==> src/rtl/burst_seq_pkg.sv <==
package burst_seq_pkg;
  localparam int LO_W = 2;
  localparam int BEATS = 1 << LO_W;

  typedef logic [LO_W-1:0] lo_t;

  typedef enum logic {
    ORD_LINEAR     = 1'b0,
    ORD_INTERLEAVE = 1'b1
  } order_e;

  // beat k of an interleaved burst: start bits with k folded in by XOR
  function automatic lo_t ilv_lo(lo_t start, lo_t k);
    return start ^ k;
  endfunction

  // beat k of a linear burst: start bits plus k, wrapping at BEATS
  function automatic lo_t lin_lo(lo_t start, lo_t k);
    return lo_t'(start + k);
  endfunction

  function automatic lo_t next_beat(lo_t k);
    return lo_t'(k + lo_t'(1));
  endfunction
endpackage

==> src/rtl/burst_base_reg.sv <==
module burst_base_reg
  import burst_seq_pkg::*;
#(
  parameter int ADDR_W = 18
) (
  input  logic              clk,
  input  logic              rst_n,
  input  logic              load_evt,
  input  logic [ADDR_W-1:0] addr_i,
  output logic [ADDR_W-1:0] base_o
);
  always_ff @(posedge clk or negedge rst_n) begin
    if (!rst_n) begin
      base_o <= '0;
    end else if (load_evt) begin
      base_o <= addr_i;
    end
  end
endmodule

==> src/rtl/burst_beat_ctr.sv <==
module burst_beat_ctr
  import burst_seq_pkg::*;
(
  input  logic clk,
  input  logic rst_n,
  input  logic load_evt,
  input  logic step_evt,
  output lo_t  beat_o
);
  always_ff @(posedge clk or negedge rst_n) begin
    if (!rst_n) begin
      beat_o <= '0;
    end else if (load_evt) begin
      beat_o <= '0;
    end else if (step_evt) begin
      beat_o <= next_beat(beat_o);
    end
  end
endmodule

==> src/rtl/burst_lo_map.sv <==
module burst_lo_map
  import burst_seq_pkg::*;
(
  input  lo_t  start_lo,
  input  lo_t  beat,
  input  logic mode_i,
  output lo_t  lo_o
);
  localparam int N_ORD = 2;

  lo_t cand [N_ORD];

  for (genvar o = 0; o < N_ORD; o++) begin : g_ord
    if (o == int'(ORD_INTERLEAVE)) begin : g_ilv
      assign cand[o] = ilv_lo(start_lo, beat);
    end else begin : g_lin
      assign cand[o] = lin_lo(start_lo, beat);
    end
  end

  order_e ord;
  assign ord  = order_e'(mode_i);
  assign lo_o = (ord == ORD_INTERLEAVE) ? cand[int'(ORD_INTERLEAVE)]
                                        : cand[int'(ORD_LINEAR)];
endmodule

==> src/rtl/burst_addr_seq.sv <==
module burst_addr_seq
  import burst_seq_pkg::*;
#(
  parameter int ADDR_W = 18
) (
  input  logic              clk,
  input  logic              rst_n,
  input  logic              load_i,
  input  logic              adv_i,
  input  logic              mode_i,
  input  logic [ADDR_W-1:0] addr_i,
  output logic [ADDR_W-1:0] addr_o,
  output logic [LO_W-1:0]   beat_o
);
  localparam int HI_W = ADDR_W - LO_W;

  // named events, visible to the bound checker
  logic load_evt;
  logic step_evt;
  assign load_evt = load_i;
  assign step_evt = adv_i & ~load_i;

  logic [ADDR_W-1:0] base;
  lo_t               beat;
  lo_t               cur_lo;

  burst_base_reg #(.ADDR_W(ADDR_W)) u_base (
    .clk      (clk),
    .rst_n    (rst_n),
    .load_evt (load_evt),
    .addr_i   (addr_i),
    .base_o   (base)
  );

  burst_beat_ctr u_beat (
    .clk      (clk),
    .rst_n    (rst_n),
    .load_evt (load_evt),
    .step_evt (step_evt),
    .beat_o   (beat)
  );

  burst_lo_map u_map (
    .start_lo (base[LO_W-1:0]),
    .beat     (beat),
    .mode_i   (mode_i),
    .lo_o     (cur_lo)
  );

  assign addr_o = {base[ADDR_W-1 -: HI_W], cur_lo};
  assign beat_o = beat;
endmodule

==> config.mk <==
export PLATFORM = sky130hd
export DESIGN_NAME = burst_addr_seq
export DESIGN_NICKNAME = d
export VERILOG_FILES = /design/src/rtl/burst_seq_pkg.sv /design/src/rtl/burst_base_reg.sv /design/src/rtl/burst_beat_ctr.sv /design/src/rtl/burst_lo_map.sv /design/src/rtl/burst_addr_seq.sv
export SDC_FILE = /design/constraint.sdc
export NUM_CORES = 1
export LEC_CHECK = 0
export ABC_AREA = 0
export BUFFER_PORTS_ARGS = -buffer_cell sky130_fd_sc_hd__buf_2
export CELL_PAD_IN_SITES_DETAIL_PLACEMENT = 0
export CELL_PAD_IN_SITES_GLOBAL_PLACEMENT = 1
export CORE_MARGIN = 2
export CORE_UTILIZATION = 29
export DETAILED_ROUTE_END_ITERATION = 10
export PLACE_DENSITY = 0.66
export REMOVE_ABC_BUFFERS = 1
export SKIP_CTS_REPAIR_TIMING = 1
export SLEW_MARGIN = 30
export SYNTH_ARGS = -nofsm -noshare
export SYNTH_HDL_FRONTEND = slang
export SYNTH_SLANG_ARGS = --single-unit
==> constraint.sdc <==
create_clock -name clk -period 1.9 [get_ports clk]
set_input_delay 0.285 -clock clk [delete_from_list [all_inputs] [get_ports clk]]
set_output_delay 0.285 -clock clk [all_outputs]
set_load 0.02 [all_outputs]
==> results.yml, run 1 <==
die:
  io_pins: 43
  die_h_um: 62.3
  die-area_um2: 3880
  core_um2: 3310
  die-width_um: 62.3
  rows: 21
  initial_core_util_pct: 29.7
clock_network:
  numCtsBuffers: 3
  root_buffer: "clkbuf_4"
  cts_buffer_depth: 2
  cts_tree: "done"
  insertion_delay_ns: 0.29
  path_clk_slew_ns: 0.10
  htree_levels: 1
  cts_sinks: 20
critical_path:
  reg2reg_to: "u_beat.beat_o[1]"
  cpPeakStageDelay_ns: 0.44
  r2r_slack_ns: 1.07
  required_ns: 1.62
  cp-start-kind: "flop"
  worstRegToRegCells: 2
  crit_type: "flop to output port"
  critPathArrivalTime_ns: 1.37
  crit_slowest_cell: "dfrtp_1"
  setup.worst_path.end_class: "output port"
  r2r-start: "u_beat.beat_o[0]"
  path_cells: "ha_1 -> nor2b_1 -> xnor2_1 -> buf_2"
  path_max_fanout: 5
yosys:
  synth_area_um2: 985
  synth_fa_ha_area_share_pct: 1.27
  synthCells: 65
  synth_top_family_by_area: "multiplexers"
  synth_compound_area_share_pct: 1.52
  synth-seq-cells: 20
  yosys_warnings: 0
  synth.mux.area_fraction_pct: 27.4
  avgSynthCellArea_um2: 15.1
  synthXorXnorAreaFrac_pct: 2.67
  ys_seq_area_share_pct: 50.8
  synthSimpleGateAreaFrac_pct: 1.78
  synth_cell_types: 11
placed_design:
  dp_slack_ns: 0.570
  dpl.hpwl_mm: 1.22
  place_congestion: 0.673
  portBuffers: 42
min_path:
  min-delay-path-class: "primary input to flop"
  hold_path_end: "u_base.base_o[11]"
  holdPathStages: 2
  hold_start: "addr_i[11]"
timing:
  finClkSkew_ns: 0.000402
  fin_crit_ns: 1.65
  rsz0062_at_grt: "false"
  fin_ws_ns: 0.249
  drv_slew: 0
  fmax_mhz: 606
  worst_pin_slew_ns: 0.633
  setup_viol: 0
  relSlewSlack_pct: 57.8
  whs_ns: 0.217
  fin_crit_sh_pct: 86.9
  finalHoldViolations: 0
  fin_setup_tns_ns: 0
global_route:
  grt.busiest_layer: "met2"
  grtUsageMet2_pct: 15.2
  antenna_found_initial: 0
  use_met1_pct: 11.9
  grt_pass1_wl_mm: 2.86
  gr-usage-all-layers_pct: 9.63
  grt_overflow: 0
  grt_pass1_vias: 606
  met3_usage_pct: 2.90
  grt_max_degree: 21
run_status:
  status: "completed"
power:
  vdd_drop_max_uv: 196
  total_power_w: 0.000919
  swShare_pct: 28.4
  power.internal_w: 0.000658
  p_clk_share_pct: 20.7
  p_per_area_nw_per_um2: 805
  power.leakage_nw: 0.595
  p_comb_share_pct: 25.7
  seq_power_share_pct: 53.6
  p_switching_w: 0.000261
routing:
  vias: 549
  drt_iter0_markers: 17
  dr.pass1.iters: 2
  drtAntennaViolNets: 0
  viasPerCell: 3.95
  wire_per_inst_um: 12.0
  drc: 0
  wl_mm: 1.67
job:
  drv_cap: 0
cells_and_area:
  register_area_um2: 500
  mostFrequentLayoutCells: "42 x buf_2, 20 x dfrtp_1, 18 x mux2_4"
  drive_gt1_share_pct: 68.8
  diodes: 0
  final_common_cell: "buf_2"
  syn2layout_area_growth_pct: 16.0
  finish.net_count: 119
  fillerInstances: 361
  multi_input_area_um2: 342
[cell type report]
class | count | area share (%)
flip-flops and latches | 20 | 43.8
multi-input cells | 27 | 29.9
repair buffers | 43 | 19.3
well taps | 46 | 5.04
clock buffers | 3 | 1.97
[power by group through the flow]
stage | sequential [W] | clock (W) | combinational [W]
6_report | 0.000493 | 0.000190 | 0.000236
2_1_floorplan | 0.000547 | 0 | 0.0000943
5_1_grt | 0.000499 | 0.000232 | 0.000253
4_1_cts | 0.000493 | 0.000207 | 0.000239
3_3_place_gp | 0.000499 | 0 | 0.000236
3_5_place_dp | 0.000502 | 0 | 0.000238
[registers in the layout, summed over array words and instances (netlist names)]
register       count
u_base.base_o     18
u_beat.beat_o      2
[critical path, delay by kind of cell (launching register included)]
kind	cells	cell delay (ns)
simple gates	1	0.13
fa+ha+maj	1	0.21
xor+xnor	1	0.12
flops	1	0.44
buf+inv	1	0.18
[how the worst max path moves through the flow]
| stage | slack (ns) | start | end |
|---|---|---|---|
| final | 0.25 | u_beat.beat_o[0] | addr_o[1] |
| after global routing | 0.13 | u_beat.beat_o[0] | addr_o[1] |
| after CTS | 0.23 | u_beat.beat_o[0] | addr_o[1] |
| after detailed placement | 0.57 | u_beat.beat_o[0] | addr_o[1] |
| after global placement | 0.60 | u_beat.beat_o[0] | addr_o[1] |
| after floorplan | 0.41 | u_beat.beat_o[0] | addr_o[1] |
[kinds of logic (layout without fill, tap and decap cells)]
logic type / after synthesis / count (layout)
flip-flops: 20 / 20
multiplexers: 18 / 18
buffers and inverters: 18 / 46
XOR/XNOR: 3 / 3
AND/OR/NAND/NOR: 3 / 3
AO/OA/AOI/OAI: 2 / 2
adder cells (fa/ha/maj): 1 / 1
[synth_stat cells]
library cell  count  area [um2]
dfrtp_1          20         500
ha_1              1        12.5
nor2_1            1        3.75
mux2_4           18         270
nor2b_1           1        6.26
a21bo_2           1        10.0
buf_6             2        22.5
xnor2_1           3        26.3
buf_4            16         120
nand3b_1          1        7.51
a21oi_1           1        5.00
[per-stage QoR]
step | utilization [%] | instances | instance area (um2)
finish | 34.5 | 139 | 1140
floorplan | - | 47 | 842
detailed placement | 33.5 | 135 | 1110
CTS | 34.2 | 138 | 1130
global placement | 33.5 | 135 | 1110
global route | 34.5 | 139 | 1140
[per-layer routing]
metal,wire [um],up-vias
met5,0,-
met4,19,0
met3,134,2
met2,750,25
met1,768,265
li1,-,257
No activity file was read; power rests on OpenSTA's default activity.
==> run 2: changes to the inputs <==
--- a/config.mk
+++ b/config.mk
@@ -12,5 +12,5 @@
 export CORE_MARGIN = 2
-export CORE_UTILIZATION = 29
+export CORE_UTILIZATION = 38
 export DETAILED_ROUTE_END_ITERATION = 10
-export PLACE_DENSITY = 0.66
+export PLACE_DENSITY = 0.82
 export REMOVE_ABC_BUFFERS = 1
--- a/constraint.sdc
+++ b/constraint.sdc
@@ -3,2 +3,2 @@
 set_output_delay 0.285 -clock clk [all_outputs]
-set_load 0.02 [all_outputs]
+set_load 0.1 [all_outputs]
==> run 2 against run 1 <==
Effect of this change:
- worst setup slack lost 0.13 ns
- worst hold slack lost 0.0018 ns
- largest power group is now combinational cells
- design area increased by 0.22%
- wire length shrank 8.2%
- critical endpoint unchanged
- critical path type unchanged
==> results.yml, run 2 (synthesis results as in run 1) <==
global_route:
  grt_pass1_vias: 503
  antenna_found_initial: 0
  grt_max_degree: 21
  grt_pass1_wl_mm: 2.09
  grt_overflow: 0
  gr-usage-all-layers_pct: 9.99
die:
  die-width_um: 54.9
  die_h_um: 54.9
  io_pins: 43
  die-area_um2: 3010
  initial_core_util_pct: 39.7
  rows: 18
  core_um2: 2480
routing:
  dr.pass1.iters: 4
  viasPerCell: 4.48
  vias: 555
  drc: 0
  drt_iter0_markers: 2
  drtAntennaViolNets: 0
  wire_per_inst_um: 12.4
  wl_mm: 1.54
cells_and_area:
  top_register: "u_base.base_o"
  finish.net_count: 119
  top_regs: "u_base.base_o (18), u_beat.beat_o (2)"
  final_common_cell: "buf_2"
  fillerInstances: 228
  mostFrequentLayoutCells: "41 x buf_2, 20 x dfrtp_1, 18 x mux2_4"
  syn2layout_area_growth_pct: 16.3
  largest_reg_flops: 18
  drive_gt1_share_pct: 70.2
  diodes: 0
critical_path:
  cpLargestDelayFamily: "flip-flops"
  cp-start-kind: "flop"
  crit_slowest_cell: "dfrtp_1"
  critPathArrivalTime_ns: 1.49
  crit_type: "flop to output port"
  required_ns: 1.62
  path_cells: "ha_2 -> nor2b_1 -> xnor2_1 -> buf_6"
  crit_buf_inv: 1
  cpPeakStageDelay_ns: 0.44
  setup.worst_path.end_class: "output port"
  path_max_fanout: 5
timing:
  fmax_mhz: 562
  whs_ns: 0.215
  setup_viol: 0
  rsz0062_at_grt: "false"
  drv_slew: 0
  finalHoldViolations: 0
  worst_pin_slew_ns: 0.612
  relSlewSlack_pct: 59.2
  fin_crit_sh_pct: 93.6
  fin_crit_ns: 1.78
  finClkSkew_ns: 0.0000605
clock_network:
  root_buffer: "clkbuf_4"
  numCtsBuffers: 3
  path_clk_slew_ns: 0.10
  cts_sinks: 20
  cts_tree: "done"
  htree_levels: 1
  cts_buffer_depth: 2
  insertion_delay_ns: 0.29
placed_design:
  place_congestion: 0.608
  dpl.hpwl_mm: 1.08
  portBuffers: 42
power:
  power.leakage_nw: 0.602
  vdd_drop_max_uv: 512
  total_power_w: 0.00126
  p_per_area_nw_per_um2: 1100
run_status:
  status: "completed"
job:
  drv_cap: 0
min_path:
  min-delay-path-class: "primary input to flop"
run 2: cell types whose count changed in the layout (fill, tap and decap cells not counted):
cell	before	now
buf_2	42	41
clkbuf_8	0	1
ha_2	0	1
ha_1	1	0
buf_6	0	1
run 2: cell type report:
cell class                      count  area [um2]  area share, %
Sequential cell                    20         500           43.7
Multi-Input combinational cell     27         344           30.1
Timing Repair Buffer               43         226           19.8
Tap cell                           30        37.5           3.28
Clock buffer                        4        36.3           3.17
run 2: worst paths after layout:
kind                             startpoint               end  slack (ns)  cells after the start
setup reg to reg           u_beat.beat_o[0]  u_beat.beat_o[1]        1.06                      2
min in group asynchronous             rst_n  u_base.base_o[2]        0.47                      2
max in group asynchronous             rst_n  u_base.base_o[9]        1.13                      2
hold / removal                    addr_i[3]  u_base.base_o[3]        0.22                      2
hold reg to reg            u_base.base_o[7]  u_base.base_o[7]        0.51                      1
setup / recovery           u_beat.beat_o[0]         addr_o[1]        0.12                      4
run 2: stage by stage:
stage               setup TNS, ns  cells  area [um2]  utilization, %  setup WS, ns
floorplan                   -1.40     47         842               -         -1.21
detailed placement              0    119        1090            44.0         0.318
CTS                       -0.0261    123        1130            45.5       -0.0261
global placement                0    119        1090            44.0         0.336
finish                          0    124        1140            46.2         0.121
global route                    0    124        1140            46.2       0.00461
run 2: metal layers:
layer / vias to the layer above / GRT usage, % / share of wire [%]
li1: 258 / - / -
met3: 2 / 1.61 / 8.5
met2: 27 / 15.7 / 46
met5: - / 0 / 0
met1: 268 / 12.9 / 45
met4: 0 / 6.10 / 0.52
run 2: report_power, final:
group | switching [W] | leakage [nW] | internal (W)
sequential | 0.0000250 | 0.237 | 0.000467
combinational | 0.000411 | 0.344 | 0.000122
clock | 0.000118 | 0.0210 | 0.000117
total | 0.000554 | 0.602 | 0.000706
